--- src/rtl/lane_perm_pkg.sv ---
package lane_perm_pkg;

    localparam int WORD_W = 32;
    localparam int BYTE_W = 8;
    localparam int OP_W   = 4;

    typedef enum logic [OP_W-1:0] {
        OP_BROLL_L   = 4'd0,
        OP_BROLL_R   = 4'd1,
        OP_BMIX_HI   = 4'd2,
        OP_BMIX_LO   = 4'd3,
        OP_BSORT     = 4'd4,
        OP_BSWAP     = 4'd5,
        OP_LROLL     = 4'd6,
        OP_LSPLIT_HI = 4'd7,
        OP_LSPLIT_LO = 4'd8,
        OP_BITREV    = 4'd9,
        OP_SIGNRUN   = 4'd10
    } perm_op_e;

    localparam logic [OP_W-1:0] OP_LAST_USED = 4'd10;

endpackage

--- src/rtl/byte_shuffle_core.sv ---
module byte_shuffle_core
    import lane_perm_pkg::*;
#(
    parameter int W  = WORD_W,
    parameter int BW = BYTE_W
) (
    input  logic [OP_W-1:0] op,
    input  logic [W-1:0]    hi_word,
    input  logic [W-1:0]    lo_word,
    output logic [W-1:0]    res
);
    // byte k of the 8-byte string {hi_word, lo_word}
    logic [2*W-1:0] cat;
    assign cat = {hi_word, lo_word};

    always_comb begin
        unique case (op)
            OP_BROLL_L: res = {cat[6*BW +: BW], cat[5*BW +: BW], cat[4*BW +: BW], cat[3*BW +: BW]};
            OP_BROLL_R: res = {cat[4*BW +: BW], cat[3*BW +: BW], cat[2*BW +: BW], cat[1*BW +: BW]};
            OP_BMIX_HI: res = {cat[7*BW +: BW], cat[3*BW +: BW], cat[6*BW +: BW], cat[2*BW +: BW]};
            OP_BMIX_LO: res = {cat[5*BW +: BW], cat[1*BW +: BW], cat[4*BW +: BW], cat[0*BW +: BW]};
            OP_BSORT:   res = {hi_word[3*BW +: BW], hi_word[1*BW +: BW], hi_word[2*BW +: BW], hi_word[0*BW +: BW]};
            OP_BSWAP:   res = {hi_word[2*BW +: BW], hi_word[3*BW +: BW], hi_word[0*BW +: BW], hi_word[1*BW +: BW]};
            default:    res = '0;
        endcase
    end
endmodule

--- src/rtl/word_lane_core.sv ---
module word_lane_core
    import lane_perm_pkg::*;
#(
    parameter int W = WORD_W
) (
    input  logic [OP_W-1:0] op,
    input  logic [2*W-1:0]  pair_hi,
    input  logic [2*W-1:0]  pair_lo,
    output logic [2*W-1:0]  res
);
    localparam int LANES = 4;
    logic [W-1:0] lane [LANES];

    for (genvar g = 0; g < LANES / 2; g++) begin : g_split
        assign lane[g]             = pair_lo[g*W +: W];
        assign lane[g + LANES / 2] = pair_hi[g*W +: W];
    end

    always_comb begin
        unique case (op)
            OP_LROLL:     res = {lane[2], lane[1]};
            OP_LSPLIT_HI: res = {lane[3], lane[1]};
            OP_LSPLIT_LO: res = {lane[2], lane[0]};
            default:      res = '0;
        endcase
    end
endmodule

--- src/rtl/bit_scan_core.sv ---
module bit_scan_core
    import lane_perm_pkg::*;
#(
    parameter int W  = WORD_W,
    parameter int BW = BYTE_W
) (
    input  logic [OP_W-1:0] op,
    input  logic [W-1:0]    word,
    output logic [W-1:0]    res
);
    localparam int NBYTES = W / BW;
    localparam int CNT_W  = $clog2(W);

    logic [W-1:0]     flipped;
    logic [CNT_W-1:0] run_len;

    for (genvar b = 0; b < NBYTES; b++) begin : g_byte
        for (genvar i = 0; i < BW; i++) begin : g_bit
            assign flipped[b*BW + i] = word[b*BW + BW - 1 - i];
        end
    end

    always_comb begin
        logic alive;
        alive   = 1'b1;
        run_len = '0;
        for (int i = W - 2; i >= 0; i--) begin
            alive   = alive & (word[i] ~^ word[W-1]);
            run_len = run_len + {{(CNT_W-1){1'b0}}, alive};
        end
    end

    always_comb begin
        unique case (op)
            OP_BITREV:  res = flipped;
            OP_SIGNRUN: res = {{(W-CNT_W){1'b0}}, run_len};
            default:    res = '0;
        endcase
    end
endmodule

--- src/rtl/lane_perm_unit.sv ---
module lane_perm_unit
    import lane_perm_pkg::*;
(
    input  logic                clk,
    input  logic                rst,
    input  logic                in_strobe,
    input  logic [OP_W-1:0]     opcode,
    input  logic [WORD_W-1:0]   src_a,
    input  logic [WORD_W-1:0]   src_b,
    input  logic [2*WORD_W-1:0] wide_a,
    input  logic [2*WORD_W-1:0] wide_b,
    output logic                out_valid,
    output logic [2*WORD_W-1:0] out_result
);
    localparam int RES_W = 2 * WORD_W;

    logic [WORD_W-1:0] byte_res;
    logic [WORD_W-1:0] bit_res;
    logic [RES_W-1:0]  lane_res;
    logic [RES_W-1:0]  next_res;

    byte_shuffle_core u_bytes (
        .op      (opcode),
        .hi_word (src_a),
        .lo_word (src_b),
        .res     (byte_res)
    );

    word_lane_core u_lanes (
        .op      (opcode),
        .pair_hi (wide_a),
        .pair_lo (wide_b),
        .res     (lane_res)
    );

    bit_scan_core u_bits (
        .op   (opcode),
        .word (src_a),
        .res  (bit_res)
    );

    always_comb begin
        unique case (opcode)
            OP_BROLL_L, OP_BROLL_R, OP_BMIX_HI,
            OP_BMIX_LO, OP_BSORT, OP_BSWAP:       next_res = {{WORD_W{1'b0}}, byte_res};
            OP_LROLL, OP_LSPLIT_HI, OP_LSPLIT_LO: next_res = lane_res;
            OP_BITREV, OP_SIGNRUN:                next_res = {{WORD_W{1'b0}}, bit_res};
            default:                              next_res = '0;
        endcase
    end

    always_ff @(posedge clk) begin
        if (rst) begin
            out_valid  <= 1'b0;
            out_result <= '0;
        end else begin
            out_valid <= in_strobe;
            if (in_strobe) begin
                out_result <= next_res;
            end
        end
    end
endmodule

--- config.mk ---
export PLATFORM = sky130hd
export DESIGN_NAME = lane_perm_unit
export DESIGN_NICKNAME = d
export VERILOG_FILES = /design/src/rtl/lane_perm_pkg.sv /design/src/rtl/byte_shuffle_core.sv /design/src/rtl/word_lane_core.sv /design/src/rtl/bit_scan_core.sv /design/src/rtl/lane_perm_unit.sv
export SDC_FILE = /design/constraint.sdc
export NUM_CORES = 1
export LEC_CHECK = 0
export ABC_AREA = 0
export BUFFER_PORTS_ARGS = -buffer_cell sky130_fd_sc_hd__buf_2
export CORE_MARGIN = 8
export CORE_UTILIZATION = 52
export DETAILED_ROUTE_END_ITERATION = 16
export GPL_TIMING_DRIVEN = 1
export HOLD_SLACK_MARGIN = 0.15
export PLACE_DENSITY = 0.92
export SLEW_MARGIN = 10
export SYNTH_ARGS = -nofsm -noshare
export SYNTH_HDL_FRONTEND = slang
export SYNTH_SLANG_ARGS = --single-unit
--- constraint.sdc ---
create_clock -name clk -period 15.3 [get_ports clk]
set_clock_uncertainty 0.2 [all_clocks]
set_input_delay 1.53 -clock clk [delete_from_list [all_inputs] [get_ports clk]]
set_output_delay 1.53 -clock clk [all_outputs]
set_load 0.05 [all_outputs]
==> metrics.txt, run 1 <==
status finished, final reports clean; initial antenna violation count 1; count of flip-flops with a built-in enable after synthesis 0; clock share of power 30.7%; switching power roughly 0.00019 W; Synth Flop Type dfxtp_1; post-route ant nets 0; clk buf depth 2; detailed-placement wirelength estimate about 18,000 um; H-tree Lvls 3; Mapped Avg Cell Area roughly 8.4 um^2; drt via density 6.63; Total Wirelength around 24,000 um; Worst-Skew Late Latency 0.35 ns; Die Span Y ~120 um; CTS Buf Count 9; Final Critical Period between 8 and 9 ns; leading area contributor after synthesis dfxtp_1; Post-Place Cells a little over 1,000; Resize count post-CTS 0; sequential area share after synthesis between 20% and 30%; CP arrival 8.31 ns; clk sinks 65; CTS tree yes; PortBufs between 200 and 300; startpoint of the worst hold path out_result[5]$_SDFFE_PP0P_; root buf cell clkbuf_8; fraction of layout cells with a size suffix above 1 a little over a third; Power, Total 0.000509 W; Avg WL per Cell between 20 and 25 um; element type at the critical path start input pin; I/O Pins roughly 260; Slew @ Worst Pin 1.29 ns; top cells by area, synth dfxtp_1, fa_1, a222oi_1, a22oi_1, a211oi_1; FF+latch count, synth 65; Cell Int Power approximately 0.00032 W; Synthesis Warnings 0; Tot GR Track Use around 32%; Post-synth top cells dfxtp_1, clkbuf_1, nor2_1, a22oi_1; crit path capture type flop; final setup vio count 0; Net Count, Synth roughly 900; combinational fraction of design power 33.3%; worst path buffer plus inverter count 5; Inserted Diodes 0; Die X 120 um; setup TNS 0 ns; Post-DP Area 6920 um^2; Hold Vio Cnt, Final 0; VDD IR max 50.3 uV; first-pass GRT wire length 36,900 um; Worst-path clk slew roughly 0.090 ns; post-synth cell types 64; slowest stage cell, crit path or4_1; Net Sw Frac around two fifths; CP cell instances buf_2 > nand4_1 > a2bb2oi_1 > inv_1 > nand4_1 > or4_1 > fa_1 > fa_1 > fa_1 > inv_1 > fa_1 > fa_1 > inv_1 > fa_1 > inv_1 > ha_1 > fa_1 > xnor2_1 > o21ai_0 > a221oi_1 > a221oi_1; sequential power share a little over a third; Finished Layout Cells roughly 1,000; total number of vias 6,796; drt pass-1 iters 7; number of nets in the layout approximately 1,100; Post-synth ARST share 0%; GRT overflow 0; CORE AREA between 10,000 and 15,000 um^2; crit-path most repeated cell fa_1; Final Max Tran Viols 0; crit path kind in -> reg; CP peak stage delay between 0.6 and 0.7 ns; number of global-route vias before repair between 6,000 and 7,000; part of the cycle the worst path needs between 50% and 60%; relative max-transition margin between 10 and 15%; initial core utilization between 50 and 60%; post-CTS setup buffer count 0; CP required approximately 15 ns; DR DRC count 0; die area 14,400 um^2; Worst path top cell family by delay adder cells; number of max-cap violations 0; largest net degree at the start of global routing 84; Fmax achieved between 100 and 150 MHz; r2r setup slk about 14 ns; post-place setup slack approximately 6.7 ns; Final WS setup between 6 and 7 ns; Crit. Startpoint src_a[31]; most common cell in the netlist dfxtp_1; Hold Path Class reg -> reg; Initial DRC Count between 900 and 1,000; Layout area overhead 27.1%; RSZ-0062 raised after global routing false; cell count after synthesis approximately 670; RePlAce Congestion 0.998; RR Startpoint out_result[25]$_SDFFE_PP0P_; Rows 38; Post-Layout Inst Area approximately 7000 um^2; crit-path max FO 44; synthesized area roughly 5600 um^2; hold_buf cts 0; Pwr Density 71.5 nW/um^2; Yosys top cell area share a little under a quarter; leakage power total roughly 3.2 nW
## layout by cell type (no fill, tap or decap), types with 4 or more instances in the layout
master / netlist / final
fa_1: 23 / 23
nand3_1: 11 / 11
nor2b_1: 12 / 12
a22o_1: 18 / 18
a21boi_0: 7 / 7
or3_1: 5 / 5
nor4_1: 6 / 6
inv_1: 35 / 35
nor4bb_1: 9 / 7
o21ai_1: 17 / 17
or4_1: 4 / 4
mux2i_1: 8 / 8
a222oi_1: 35 / 35
buf_4: 0 / 10
a21oi_1: 13 / 12
a221oi_1: 13 / 13
a32oi_1: 13 / 13
mux2_2: 20 / 20
ha_1: 8 / 8
xnor2_1: 5 / 5
nand4_1: 5 / 5
a2bb2oi_1: 9 / 9
buf_2: 4 / 263
a211oi_1: 33 / 33
nor2_1: 48 / 48
o211a_1: 8 / 8
nand3b_1: 5 / 5
xor2_1: 6 / 6
nand2b_1: 12 / 12
clkbuf_8: 0 / 9
a22oi_1: 40 / 40
nor3_1: 11 / 11
dfxtp_1: 65 / 65
nand2_1: 21 / 21
and3_1: 10 / 10
o21ai_0: 16 / 16
## tightest hold or removal path, delay by kind of cell, from the launching register on
kind	cells	cell delay (ns)
DFF	1	0.32
and+or+nand+nor	1	0.05
AOI/OAI and AO/OA	1	0.05
## power groups by stage
stage	Sequential (W)	Clock, W	Combinational (W)
5_1_grt	0.000184	0.000165	0.000180
6_report	0.000183	0.000156	0.000170
2_1_floorplan	0.000219	0	0.0000699
3_5_place_dp	0.000187	0	0.000166
4_1_cts	0.000183	0.000157	0.000166
3_3_place_gp	0.000187	0	0.000164
## path summary, 6_finish.rpt
path	end	depth (start not counted)
max	out_result[2]$_SDFFE_PP0P_	21
min reg2reg	out_result[5]$_SDFFE_PP0P_	2
min	out_result[5]$_SDFFE_PP0P_	2
max reg2reg	out_result[25]$_SDFFE_PP0P_	4
## metrics by stage
stage | utilization [%] | hold slack (ns)
floorplan | - | 0.467
global route | 66.6 | 0.269
CTS | 66.6 | 0.254
global placement | 64.7 | 0.232
finish | 66.6 | 0.256
detailed placement | 64.7 | 0.239
## flip-flops by register name (all words and copies together) (netlist names)
register,cells
out_valid,1
out_result,64
## layout make-up
class / instances / area [um^2]
Multi-Input combinational cell: 495 / 3920
Tap cell: 140 / 175
Sequential cell: 65 / 1300
Inverter: 36 / 135
Clock inverter: 7 / 75.1
Clock buffer: 9 / 124
Timing Repair Buffer: 273 / 1390
Fill cell: 935 / 3580
## routing by layer
metal / track usage, % / part of all wire (%) / vias up
met5: 0 / 0.054 / -
met4: 16.3 / 5.5 / 2
met3: 10.5 / 12 / 109
met2: 52.0 / 46 / 511
met1: 37.3 / 36 / 3147
li1: - / - / 3027
## cells by family (layout without fill, tap and decap cells)
logic type	after synthesis	count (layout)	synth area share, %
adder cells (fa/ha/maj)	31	31	10.0
flip-flops	65	65	23.2
AO/OA/AOI/OAI	247	247	34.4
multiplexers	29	29	5.72
buffers and inverters	105	325	7.12
AND/OR/NAND/NOR	177	177	17.9
XOR/XNOR	11	11	1.72
(Power assumes the default switching activity.)
==> run 2, diff against run 1 <==
--- a/config.mk
+++ b/config.mk
@@ -5,14 +5,14 @@
 export SDC_FILE = /design/constraint.sdc
 export NUM_CORES = 1
 export LEC_CHECK = 0
-export ABC_AREA = 0
+export ABC_AREA = 1
 export BUFFER_PORTS_ARGS = -buffer_cell sky130_fd_sc_hd__buf_2
 export CORE_MARGIN = 8
-export CORE_UTILIZATION = 52
+export CORE_UTILIZATION = 48
 export DETAILED_ROUTE_END_ITERATION = 16
 export GPL_TIMING_DRIVEN = 1
 export HOLD_SLACK_MARGIN = 0.15
-export PLACE_DENSITY = 0.92
+export PLACE_DENSITY = 0.86
 export SLEW_MARGIN = 10
 export SYNTH_ARGS = -nofsm -noshare
 export SYNTH_HDL_FRONTEND = slang
==> constraint.sdc (replaced) <==
create_clock -name clk -period 8.5 [get_ports clk]
set_clock_uncertainty 0.2 [all_clocks]
set_input_delay 0.85 -clock clk [delete_from_list [all_inputs] [get_ports clk]]
set_output_delay 0.85 -clock clk [all_outputs]
set_load 0.05 [all_outputs]
==> run 2 against run 1 <==
Cell area grew 0.95%; highest routed layer is now met4; die area is 5.9% higher; first-iteration DRC count fell by 15%; wire length grew 0.37%; largest power group is now clock; combinational power is 57% higher; clock power grew 140%; hold slack better by 0.0046 ns; via count rose by 4.5%.
==> metrics.txt, run 2 <==
status finished, final reports clean; element type at the critical path start input pin; most frequent cells in the layout buf_2, nand2_1, inv_1; Inserted Diodes 0 (unchanged); VDD IR max 109 uV (+120%); final setup vio count 0 (unchanged); drt via density 5.65 (-15%); Avg WL per Cell 19.2 um (-18%); cell count after synthesis 876 (+32%); Yosys top cell area share 23.5% (+0.32 points); Final Max Tran Viols 0 (unchanged); total number of vias 7,103 (+4.5%); relative max-transition margin 21.9% (+8.0 points); synthesized area 5530 um^2 (-1.4%); flip-flop and latch area 1300 um^2 (unchanged); root buf cell clkbuf_16; top flop regs out_result (64), out_valid (1); leakage power total 3.72 nW (+18%); Final Critical Period about 7.6 ns; crit path kind in -> reg; Post-synth ARST share 0% (unchanged); fraction of layout cells with a size suffix above 1 26.9% (-9.0 points); multi-input logic area 3470 um^2 (-12%); sequential area share after synthesis 23.5% (+0.32 points); startpoint of the worst hold path out_result[10]$_SDFFE_PP0P_; Power, Total 0.000968 W (+90%); most common cell in the netlist nand2_1; number of max-cap violations 0 (unchanged); Crit. Startpoint src_a[31]; largest net degree at the start of global routing 68 (-19%); initial core utilization 48.8% (-3.6 points); H-tree Lvls 3 (unchanged); count of flip-flops with a built-in enable after synthesis 0 (unchanged); drt pass-1 iters 6 (-1); RSZ-0062 raised after global routing false; hold_buf cts 0 (unchanged); Total Wirelength 24,200 um (+0.37%); CTS Buf Count 9 (unchanged); crit-path max FO 37 (-16%); DR DRC count 0 (unchanged); clk buf depth 2 (unchanged); leading area contributor after synthesis dfxtp_1; post-CTS setup buffer count 0 (unchanged); CTS tree yes; crit path capture type flop; CORE AREA 11,300 um^2 (+5.8%); Mapped Avg Cell Area 6.31 um^2 (-25%); Fmax achieved 131 MHz; top cells by area, synth dfxtp_1, nand2_1, inv_1, fa_1, a21oi_1; Finished Layout Cells 1,258 (+23%); Post-Place Cells 1,242 (+23%); PortBufs 263 (unchanged); Tot GR Track Use 30.5% (-1.5 points); most common cell after layout, fill and taps aside buf_2; part of the cycle the worst path needs approximately 90%; Die Span Y 123 um (+2.9%); Pwr Density 135 nW/um^2 (+88%); Worst-Skew Late Latency 0.33 ns (-0.02 ns); die area 15,200 um^2 (+5.9%); number of global-route vias before repair 6,845 (+2.5%); RR Startpoint out_result[40]$_SDFFE_PP0P_; GRT overflow 0 (unchanged); number of flip-flops under the largest register name 64 (unchanged); Hold Vio Cnt, Final 0 (unchanged); Post-synth top cells nand2_1, inv_1, a21oi_1, dfxtp_1, nor2_1; CP required 8.49 ns (-6.80 ns); Synthesis Warnings 0 (unchanged); Post-DP Area 6890 um^2 (-0.54%); Resize count post-CTS 0 (unchanged); Hold Slack 0.260 ns (+0.00455 ns); RePlAce Congestion 0.997 (about the same); initial antenna violation count 0 (-1); Layout area overhead 30.1%; Rows 39 (+2.6%); clk sinks 65 (unchanged); post-route ant nets 0 (unchanged); Initial DRC Count 794 (-15%); setup TNS 0 ns (unchanged); first-pass GRT wire length 36,000 um (-2.4%); Net Count, Synth 1,106 (+24%); detailed-placement wirelength estimate 19,000 um (+2.7%); Die X 123 um (+2.9%); I/O Pins 264 (unchanged); number of nets in the layout 1,340 (+21%); Post-Layout Inst Area 7190 um^2 (+0.95%); post-synth cell types 38 (-41%); Hold Path Class reg -> reg; fillers 1,094 (+17%); Biggest register out_result; Worst-path clk slew 0.06 ns (-0.03 ns); Synth Flop Type dfxtp_1; Slew @ Worst Pin 1.17 ns (-0.117 ns); FF+latch count, synth 65 (unchanged); CP arrival 7.61 ns (-0.70 ns)
## run 2: kinds of logic after synthesis
kind of cell	after synthesis	share of synthesized area [%]
AND/OR/NAND/NOR	352	26.7
AO/OA/AOI/OAI	226	25.1
buffers and inverters	199	13.9
flip-flops	65	23.5
adder cells (fa/ha/maj)	31	10.1
XOR/XNOR	3	0.611
## run 2: report_power, final
part / leakage, nW / switching [W] / internal (W)
clock: 0.149 / 0.000142 / 0.000235
sequential: 0.529 / 0.00000609 / 0.000318
combinational: 3.04 / 0.000182 / 0.0000849
## run 2: stage by stage
step | util (%) | setup WS [ns]
after global placement | 60.8 | 0.715
after floorplan | - | 1.42
after global routing | 63.5 | 0.376
after detailed placement | 60.8 | 0.647
after CTS | 63.5 | 0.917
final | 63.5 | 0.881
## run 2: cell type report
class | count | share of cell area, %
multi-input cells | 612 | 48.2
repair buffers | 270 | 19.0
flip-flops and latches | 65 | 18.1
inverters | 152 | 7.94
clock buffers | 10 | 3.32
well taps | 143 | 2.49
clock inverters | 6 | 0.905
## run 2: final timing paths
kind | end | slack [ns] | depth (start not counted)
max | out_result[4]$_SDFFE_PP0P_ | 0.88 | 28
min | out_result[10]$_SDFFE_PP0P_ | 0.26 | 2
max reg2reg | out_result[40]$_SDFFE_PP0P_ | 7.59 | 2
min reg2reg | out_result[10]$_SDFFE_PP0P_ | 0.26 | 2
## run 2: worst max-delay path, cell delays in order
cell and delay [ns]:
buf_2 0.53, nand3_1 0.14, nand2_1 0.16, nand3_4 0.11, nor3_4 0.21, nand4_2 0.17
nor2_4 0.17, nand4_2 0.13, nor2_4 0.18, o21ai_0 0.15, fa_1 0.53, fa_1 0.51
fa_1 0.51, inv_1 0.05, fa_1 0.49, fa_1 0.51, inv_1 0.06, fa_1 0.53
inv_1 0.04, ha_1 0.22, fa_1 0.44, nand2_1 0.10, nand2_1 0.05, a21oi_1 0.17
xor2_1 0.20, nor2_1 0.07, nor4_1 0.23, a21oi_1 0.09
## run 2: routing by layer
metal / track usage [%] / part of all wire, % / up-vias
met5: 0 / 0 / -
met3: 9.54 / 12 / 71
met2: 48.2 / 45 / 480
met4: 14.3 / 4.2 / 0
li1: - / - / 3359
met1: 37.3 / 38 / 3193
==> run 3, diff against run 2 <==
--- a/config.mk
+++ b/config.mk
@@ -7,8 +7,9 @@
 export LEC_CHECK = 0
 export ABC_AREA = 1
 export BUFFER_PORTS_ARGS = -buffer_cell sky130_fd_sc_hd__buf_2
+export CORE_ASPECT_RATIO = 1.4
 export CORE_MARGIN = 8
-export CORE_UTILIZATION = 48
+export CORE_UTILIZATION = 52
 export DETAILED_ROUTE_END_ITERATION = 16
 export GPL_TIMING_DRIVEN = 1
 export HOLD_SLACK_MARGIN = 0.15
@@ -16,4 +17,5 @@
 export SLEW_MARGIN = 10
 export SYNTH_ARGS = -nofsm -noshare
 export SYNTH_HDL_FRONTEND = slang
+export SYNTH_HIERARCHICAL = 1
 export SYNTH_SLANG_ARGS = --single-unit
==> run 3 against run 2 <==
Clock power fell by 5.6%; register-to-register slack lost 0.04 ns; sequential power barely moved; cell count increased by 35%; first-iteration DRC count increased by 24%; via count up 38%; synthesized area increased by 40%; power grew 3.8%; critical endpoint unchanged.
==> metrics.txt, run 3 <==
synthesized-area fraction occupied by and/or/nand/nor cells 52.9% (+26 points); most common cell after layout, fill and taps aside nand2_1; compound-gate portion of the synthesized area 8.61% (-17 points); Power, Total 0.00100 W (+3.8%); leading area contributor after synthesis nand3_1; first-pass GRT wire length 49,200 um (+37%); Layout area overhead 17.6%; post-route ant nets 0 (unchanged); clk sinks 65 (unchanged); CTS tree yes; Resize count post-CTS 0 (unchanged); crit path capture type flop; PortBufs 263 (unchanged); post-synth cell types 36 (-5.3%); initial antenna violation count 3 (+3); detailed-placement wirelength estimate 23,800 um (+25%); synthesized area 7730 um^2 (+40%); top flop regs out_result (64), out_valid (1); GRT overflow 0 (unchanged); element type at the critical path start input pin; leakage power total 4.71 nW (+27%); Die X 119 um (-3.5%); CP peak stage delay 0.52 ns (about the same); H-tree Lvls 3 (unchanged); Yosys top cell area share 22.7% (-0.81 points); Net Count, Synth 1,548 (+40%); Total Wirelength 30,900 um (+28%); I/O Pins 264 (unchanged); crit path kind in -> reg; cell count after synthesis 1,319 (+51%); CP arrival 7.64 ns (+0.03 ns); largest family of logic cells by synthesized area simple AND/OR/NAND/NOR gates; number of max-cap violations 0 (unchanged); Post-synth top cells nand2_1, nand3_1, inv_1, nor2_1, a21oi_1; RePlAce Congestion 1.02 (+2.4%); final setup vio count 0 (unchanged); number of flip-flops under the largest register name 64 (unchanged); Die Span Y 160 um (+30%); Initial DRC Count 987 (+24%); status finished, final reports clean; die area 19,100 um^2 (+25%); number of global-route vias before repair 9,499 (+39%); Hold Slack 0.264 ns (+0.00339 ns); Hold Vio Cnt, Final 0 (unchanged); Mapped Avg Cell Area 5.86 um^2 (-7.1%); drt via density 5.78 (+2.3%); CORE AREA 14,500 um^2 (+28%); relative max-transition margin 21.3% (-0.63 points); Pwr Density 111 nW/um^2 (-18%); most common cell in the netlist nand2_1; fraction of layout cells with a size suffix above 1 24.2% (-2.7 points); Worst-path clk slew 0.06 ns (about the same); RSZ-0062 raised after global routing false; xor/xnor share of the synthesized area 0.583% (-0.028 points); Post-synth ARST share 0% (unchanged); crit-path max FO 20 (-46%); CTS Buf Count 9 (unchanged); post-CTS setup buffer count 0 (unchanged); DR DRC count 0 (unchanged); Fmax achieved 132 MHz (+0.36%); fillers 1,478 (+35%); Hold Path Class reg -> reg; CP required 8.55 ns (+0.06 ns); VDD IR max 78.8 uV (-28%); sequential area share after synthesis 16.8% (-6.7 points); Worst-Skew Late Latency 0.33 ns (about the same); part of the cycle the worst path needs 89.3% (-0.32 points); Slew @ Worst Pin 1.18 ns (+0.00812 ns); Synthesis Warnings 6 (+6); crit-path most repeated cell fa_1; FF+latch count, synth 65 (unchanged); number of nets in the layout 1,736 (+30%); mux cell area share after synthesis 0% (unchanged); largest net degree at the start of global routing 98 (+44%); Rows 52 (+33%); most frequent cells in the layout nand2_1, nand3_1, buf_2; Avg WL per Cell 18.1 um (-5.5%); initial core utilization 53.3% (+4.4 points); setup TNS 0 ns (unchanged); Synth Area in Adders 7.09% (-3.1 points); Final Max Tran Viols 0 (unchanged); Tot GR Track Use 31.5% (+0.97 points); root buf cell clkbuf_16; Biggest register out_result; count of flip-flops with a built-in enable after synthesis 0 (unchanged); top cells by area, synth nand3_1, nand2_1, dfxtp_1, inv_1, fa_1; drt pass-1 iters 7 (+1); Synth Flop Type dfxtp_1; Final Critical Period 7.59 ns (-0.0272 ns); hold_buf cts 0 (unchanged); total number of vias 9,829 (+38%); slowest stage cell, crit path fa_1; clk buf depth 2 (unchanged)
run 3: changes by cell type after synthesis, sizes merged, moves of 12 or more:
cell,change
nand3,+346
inv,-14
o2111ai,-12
nor2,+32
buf,+62
a221oi,-31
nand2,+136
a21oi,-13
clkbuf,-12
o22ai,-17
run 3: cell families after synthesis:
family	after synthesis
fa+ha+maj	30
simple gates	857
compound gates	130
flops	65
buf+inv	234
xor+xnor	3
run 3: worst max-delay path, delay by kind of cell:
kind                     cells  cell delay [ns]
buffers and inverters        5             0.88
AO/OA/AOI/OAI                3             0.70
adder cells (fa/ha/maj)      8             3.65
XOR/XNOR                     1             0.14
AND/OR/NAND/NOR             12             1.40
run 3: area by class of cell:
class	count	area, um^2	share of cell area [%]
diodes	2	5.00	0.0551
clock buffers	12	267	2.93
clock inverters	2	13.8	0.151
inverters	137	517	5.69
multi-input cells	1020	5350	58.9
flip-flops and latches	65	1300	14.3
well taps	189	236	2.60
repair buffers	274	1400	15.4
run 3: routing by layer:
layer	wire length (um)	GRT usage, %
met5	16	0
met4	1520	17.5
met3	3040	8.05
met2	15200	54.1
met1	11100	34.5
run 3: power breakdown:
part | total [W] | switching (W) | internal, W | leakage, nW
registers | 0.000323 | 0.00000644 | 0.000317 | 0.531
clock network | 0.000356 | 0.000138 | 0.000218 | 0.141
logic | 0.000326 | 0.000233 | 0.0000924 | 4.04
total | 0.00100 | 0.000378 | 0.000627 | 4.71
run 3: final timing paths:
| path | startpoint | endpoint | slack (ns) | cells past startpoint |
|---|---|---|---|---|
| min reg2reg | out_result[15]$_SDFFE_PP0P_ | out_result[15]$_SDFFE_PP0P_ | 0.26 | 2 |
| min | out_result[15]$_SDFFE_PP0P_ | out_result[15]$_SDFFE_PP0P_ | 0.26 | 2 |
| max reg2reg | out_result[35]$_SDFFE_PP0P_ | out_result[35]$_SDFFE_PP0P_ | 7.55 | 2 |
| max | src_a[31] | out_result[4]$_SDFFE_PP0P_ | 0.91 | 29 |
run 3: through the flow:
stage               worst slack [ns]  util [%]  std cells  cell area [um^2]
finish                         0.908      62.6       1701              9090
global route                   0.444      62.6       1701              9090
CTS                            0.933      62.6       1699              9080
detailed placement             0.642      60.7       1685              8800
global placement               0.770      60.7       1685              8800
floorplan                       1.47         -       1319              7730
